===== src/rtl/afs_pkg.sv =====
package afs_pkg;
   typedef struct packed {
      logic rise;
      logic fall;
   } edge_pair_t;

   localparam int unsigned SCK_IDX = 0;
   localparam int unsigned WS_IDX  = 1;
   localparam int unsigned N_LINES = 2;
endpackage


===== src/rtl/afs_sync_edge.sv =====
module afs_sync_edge #(
   parameter int unsigned STAGES = 2
) (
   input  logic                  clk,
   input  logic                  rst,
   input  logic                  din,
   output logic                  level,
   output afs_pkg::edge_pair_t   ev
);
   logic [STAGES-1:0] chain_q;
   logic              prev_q;

   always_ff @(posedge clk) begin
      if (rst) begin
         chain_q <= '0;
         prev_q  <= 1'b0;
      end else begin
         chain_q <= {chain_q[STAGES-2:0], din};
         prev_q  <= chain_q[STAGES-1];
      end
   end

   assign level   = chain_q[STAGES-1];
   assign ev.rise = level & ~prev_q;
   assign ev.fall = ~level & prev_q;
endmodule


===== src/rtl/afs_frame_ctl.sv =====
module afs_frame_ctl #(
   parameter int unsigned FLEN_W = 9
) (
   input  logic              clk,
   input  logic              rst,
   input  logic              en,
   input  logic              pol,
   input  logic [FLEN_W-1:0] div,
   input  logic              sample_ev,
   input  logic              launch_ev,
   input  logic              ws_lvl,
   output logic              load,
   output logic              step,
   output logic              nxt_act,
   output logic [FLEN_W-1:0] nxt_pos
);
   logic              ws_last_q;
   logic              pend_q;
   logic              act_q;
   logic [FLEN_W-1:0] pos_q;
   logic              start_seen;

   // strobe history follows every sampling edge, enabled or not
   always_ff @(posedge clk) begin
      if (rst)            ws_last_q <= 1'b0;
      else if (sample_ev) ws_last_q <= ws_lvl;
   end

   assign start_seen = sample_ev & (pol ? (ws_lvl & ~ws_last_q)
                                        : (~ws_lvl & ws_last_q));

   always_ff @(posedge clk) begin
      if (rst || !en)      pend_q <= 1'b0;
      else if (start_seen) pend_q <= 1'b1;
      else if (launch_ev)  pend_q <= 1'b0;
   end

   assign step = en & launch_ev;
   assign load = step & pend_q;

   always_comb begin
      nxt_act = act_q;
      nxt_pos = pos_q;
      if (load) begin
         nxt_act = 1'b1;
         nxt_pos = '0;
      end else if (act_q) begin
         if (pos_q == div) nxt_act = 1'b0;
         else              nxt_pos = pos_q + 1'b1;
      end
   end

   always_ff @(posedge clk) begin
      if (rst || !en) begin
         act_q <= 1'b0;
         pos_q <= '0;
      end else if (step) begin
         act_q <= nxt_act;
         pos_q <= nxt_pos;
      end
   end
endmodule


===== src/rtl/afs_holding.sv =====
module afs_holding #(
   parameter int unsigned SAMPLE_W = 16
) (
   input  logic                clk,
   input  logic                rst,
   input  logic                en,
   input  logic                load,
   input  logic                s_valid,
   output logic                s_ready,
   input  logic [SAMPLE_W-1:0] s_data,
   output logic [SAMPLE_W-1:0] load_word,
   output logic [SAMPLE_W-1:0] cur_word,
   output logic                underrun
);
   logic                full_q;
   logic [SAMPLE_W-1:0] hold_q;
   logic [SAMPLE_W-1:0] cur_q;
   logic                ur_q;
   logic                accept;

   assign s_ready   = en & ~full_q;
   assign accept    = s_valid & s_ready;
   assign load_word = full_q ? hold_q : cur_q;
   assign cur_word  = cur_q;
   assign underrun  = ur_q;

   always_ff @(posedge clk) begin
      if (rst) begin
         full_q <= 1'b0;
         hold_q <= '0;
      end else if (load && full_q) begin
         full_q <= 1'b0;
      end else if (accept) begin
         full_q <= 1'b1;
         hold_q <= s_data;
      end
   end

   always_ff @(posedge clk) begin
      if (rst) begin
         cur_q <= '0;
         ur_q  <= 1'b0;
      end else if (load) begin
         cur_q <= load_word;
         ur_q  <= ~full_q;
      end
   end
endmodule


===== src/rtl/afs_serializer.sv =====
module afs_serializer #(
   parameter int unsigned SAMPLE_W    = 16,
   parameter int unsigned FLEN_W      = 9,
   parameter int unsigned SYNC_STAGES = 2
) (
   input  logic                clk,
   input  logic                rst,
   input  logic                cfg_en,
   input  logic                cfg_ws_pol,
   input  logic                cfg_edge_sel,
   input  logic [FLEN_W-1:0]   cfg_frame_div,
   input  logic                sck_in,
   input  logic                ws_in,
   input  logic                s_valid,
   output logic                s_ready,
   input  logic [SAMPLE_W-1:0] s_data,
   output logic                sd_out,
   output logic                underrun
);
   import afs_pkg::*;

   if (SAMPLE_W < 1) begin : g_chk_w
      $error("afs_serializer: SAMPLE_W must be at least 1");
   end
   if (FLEN_W < 1) begin : g_chk_f
      $error("afs_serializer: FLEN_W must be at least 1");
   end
   if (SYNC_STAGES < 2) begin : g_chk_s
      $error("afs_serializer: SYNC_STAGES must be at least 2");
   end

   logic [N_LINES-1:0] raw;
   logic [N_LINES-1:0] lvl;
   edge_pair_t         ev [N_LINES];

   assign raw[SCK_IDX] = sck_in;
   assign raw[WS_IDX]  = ws_in;

   for (genvar gi = 0; gi < N_LINES; gi++) begin : g_line
      afs_sync_edge #(.STAGES(SYNC_STAGES)) u_sync (
         .clk   (clk),
         .rst   (rst),
         .din   (raw[gi]),
         .level (lvl[gi]),
         .ev    (ev[gi])
      );
   end

   logic sample_ev, launch_ev;
   assign sample_ev = cfg_edge_sel ? ev[SCK_IDX].fall : ev[SCK_IDX].rise;
   assign launch_ev = cfg_edge_sel ? ev[SCK_IDX].rise : ev[SCK_IDX].fall;

   logic              load, step, nxt_act;
   logic [FLEN_W-1:0] nxt_pos;

   afs_frame_ctl #(.FLEN_W(FLEN_W)) u_ctl (
      .clk       (clk),
      .rst       (rst),
      .en        (cfg_en),
      .pol       (cfg_ws_pol),
      .div       (cfg_frame_div),
      .sample_ev (sample_ev),
      .launch_ev (launch_ev),
      .ws_lvl    (lvl[WS_IDX]),
      .load      (load),
      .step      (step),
      .nxt_act   (nxt_act),
      .nxt_pos   (nxt_pos)
   );

   logic [SAMPLE_W-1:0] load_word, cur_word;

   afs_holding #(.SAMPLE_W(SAMPLE_W)) u_hold (
      .clk       (clk),
      .rst       (rst),
      .en        (cfg_en),
      .load      (load),
      .s_valid   (s_valid),
      .s_ready   (s_ready),
      .s_data    (s_data),
      .load_word (load_word),
      .cur_word  (cur_word),
      .underrun  (underrun)
   );

   // a shift by the position past the word width leaves zero at the top
   logic [SAMPLE_W-1:0] word_src, shifted;
   assign word_src = load ? load_word : cur_word;
   assign shifted  = word_src << nxt_pos;

   always_ff @(posedge clk) begin
      if (rst || !cfg_en) sd_out <= 1'b0;
      else if (step)      sd_out <= nxt_act & shifted[SAMPLE_W-1];
   end
endmodule


===== config.mk =====
export PLATFORM = sky130hd
export DESIGN_NAME = afs_serializer
export DESIGN_NICKNAME = d
export VERILOG_FILES = /design/src/rtl/afs_pkg.sv /design/src/rtl/afs_sync_edge.sv /design/src/rtl/afs_frame_ctl.sv /design/src/rtl/afs_holding.sv /design/src/rtl/afs_serializer.sv
export SDC_FILE = /design/constraint.sdc
export NUM_CORES = 1
export LEC_CHECK = 0
export ABC_CLOCK_PERIOD_IN_PS = 3350
export CORE_MARGIN = 1
export CORE_UTILIZATION = 39
export CTS_CLUSTER_DIAMETER = 80
export DETAILED_ROUTE_END_ITERATION = 12
export SYNTH_ARGS = -nofsm -noshare
export SYNTH_HDL_FRONTEND = slang
export SYNTH_HIERARCHICAL = 1
export SYNTH_SLANG_ARGS = --single-unit

===== constraint.sdc =====
create_clock -name clk -period 3.35 [get_ports clk]
set_input_delay 0.67 -clock clk [delete_from_list [all_inputs] [get_ports clk]]
set_output_delay 0.67 -clock clk [all_outputs]
set_load 0.005 [all_outputs]

==> impl_metrics.yaml <==
status:
  status: "finished, final reports clean"
setup_path:
  crit_chain: "clkdlybuf4s50_1 > xor2_1 > or4_4 > o31ai_4 > xor2_1 > nor2_1 > buf_6 > mux4_2 > a22oi_2 > nand3_2 > nor3_2 > nor3_2"
  critPathMaxFanout: 8
  slowest_stage: "mux4_2"
  endpoint_kind: "register"
  worstPathArrival_ns: 3.41
  critPathRequiredTime_ns: 3.54
  path_class: "input pin to register"
  cp-start-kind: "input pin"
  crit_buf_inv: 2
  critPathMaxStageDelay_ns: 0.51
  cp_top_family: "simple AND/OR/NAND/NOR gates"
logic_synthesis:
  syn_nets: 381
  yosysWarnings: 6
  syn_inst: 347
  syn_avg_cell_area_um2: 9.23
  syn_area_um2: 3200
timing:
  setup_tns_ns: 0
  finalMaxSlewViolations: 0
  fmax_ghz: 0.310
  whs_ns: 0.445
  final_hold_viol_count: 0
  rsz0062_at_grt: "false"
  setup_violations: 0
  worst_pin_slew_ns: 0.554
  fin_crit_sh_pct: 96.2
  slew_headroom_pct: 63.0
  skew_ns: 0.00514
  min_period_ns: 3.22
route:
  detail-route-antenna-nets: 0
  drt_first_pass_iters: 5
  wl_mm: 6.97
  viasPerCell: 5.28
  wl_per_cell_um: 14.2
  remaining_drc_errors: 0
  via_count: 2600
  drtIter0Drc: 137
clock_tree:
  cts_sinks: 52
  clk_latency_ns: 0.30
  post_cts_resized: 0
  htreeDepth: 2
  path_clk_slew_ns: 0.10
  hold_buffers: 0
  cts_setup_buffers: 0
  cts_tree: "built"
  ctsRootBufferMaster: "clkbuf_8"
  cts_buffer_depth: 2
  numCtsBuffers: 5
global_route:
  grt_max_degree: 57
  grt_busiest_layer: "met2"
  grt_pass1_vias: 2415
  grt_use_met2_pct: 26.9
  grt-ovfl-total: 0
  grt_usage_pct: 16.8
  grtUsageMet3_pct: 2.63
  grt_pass1_wl_mm: 11.6
  met1_usage_pct: 23.4
  antenna_found_initial: 0
finish:
  diodes: 0
  ff_latch_area_um2: 1040
  drive_above_1_share_pct: 24.1
  final_cell_mix: "dfxtp_1 (52), nand2b_1 (34), clkdlybuf4s50_1 (32)"
  final_area_um2: 3900
  area_growth_pct: 21.9
  final_common_cell: "dfxtp_1"
  fin_nets: 424
  fillers: 761
  multi_input_area_um2: 2030
die:
  die-area_um2: 8580
  start_util_pct: 40.8
  fp-row-count: 32
  dieHeight_um: 92.6
  die_w_um: 92.6
  io_pins: 36
  coreArea_um2: 7850
place:
  post-dp-hpwl_mm: 4.91
  io_buffers: 35
  place_area_um2: 3740
  gp_congestion: 0.793
power:
  power.internal_w: 0.00100
  power_switching_w: 0.000282
  p_sw_share_pct: 22.0
  p_leak_nw: 1.44
  seqPwrFrac_pct: 50.2
  clockPowerShare_pct: 39.4
  total_power_w: 0.00128
  vdd_drop_max_mv: 0.194
  power.density_nw_per_um2: 329
  power_frac_comb_pct: 10.4
worst_hold_path:
  hold_path.class: "register to register"
job:
  drv_cap: 0
## worst reg2reg max path, cell delays in order (launching register included)
cell     delay [ns]
dfxtp_1        0.51
xor2_2         0.13
or4_4          0.58
o31ai_4        0.26
xor2_1         0.09
nor2_1         0.14
buf_6          0.16
mux4_2         0.52
a22oi_2        0.18
nand3_2        0.09
nor3_2         0.20
nor3_2         0.06
## final timing paths
path / from / endpoint / slack [ns] / cells past startpoint
worst max-delay path: cfg_frame_div[7] / sd_out$_SDFFE_PP0P_ / 0.13 / 12
worst min-delay path: g_line[1].u_sync/chain_q[0]$_SDFF_PP0_ / g_line[1].u_sync/chain_q[1]$_SDFF_PP0_ / 0.44 / 1
worst max register to register: u_ctl/pos_q[5]$_SDFFE_PP0P_ / sd_out$_SDFFE_PP0P_ / 0.31 / 11
worst min register to register: g_line[1].u_sync/chain_q[0]$_SDFF_PP0_ / g_line[1].u_sync/chain_q[1]$_SDFF_PP0_ / 0.44 / 1
## per-stage QoR
stage	cells	setup slack, ns	util [%]
final	492	0.127	49.7
after global routing	492	0.00844	49.7
after CTS	492	0.0248	49.3
after global placement	485	-0.253	47.6
after detailed placement	485	-0.290	47.6
after floorplan	347	0.153	-
## sequential cells by signal, summed over array words and instances, names as in the netlist
name / flops
g_line.u_sync/chain_q: 4
g_line.u_sync/prev_q: 1
sd_out: 1
u_ctl/act_q: 1
u_ctl/pend_q: 1
u_ctl/pos_q: 9
u_ctl/ws_last_q: 1
u_hold/cur_word: 16
u_hold/full_q: 1
u_hold/hold_q: 16
u_hold/underrun: 1
## layer usage
| metal | wire, um | vias up |
|---|---|---|
| met4 | 89 | 0 |
| met1 | 3500 | 1224 |
| met5 | 0 | - |
| li1 | - | 1321 |
| met3 | 201 | 9 |
| met2 | 3170 | 46 |
## layout make-up
| cell class | count | share of cell area, % |
|---|---|---|
| Timing Repair Buffer | 62 | 14.5 |
| Tap cell | 102 | 3.27 |
| Clock buffer | 5 | 1.76 |
| Multi-Input combinational cell | 265 | 51.9 |
| Inverter | 4 | 0.385 |
| Sequential cell | 52 | 26.7 |
| Clock inverter | 2 | 1.54 |
## power by group through the flow
stage / registers (W) / clock network (W) / logic, W
global route: 0.000648 / 0.000547 / 0.000145
global placement: 0.000659 / 0 / 0.000131
floorplan: 0.000652 / 0 / 0.0000780
finish: 0.000645 / 0.000506 / 0.000134
CTS: 0.000645 / 0.000521 / 0.000134
detailed placement: 0.000659 / 0 / 0.000133
No activity file was read; power rests on OpenSTA's default activity.
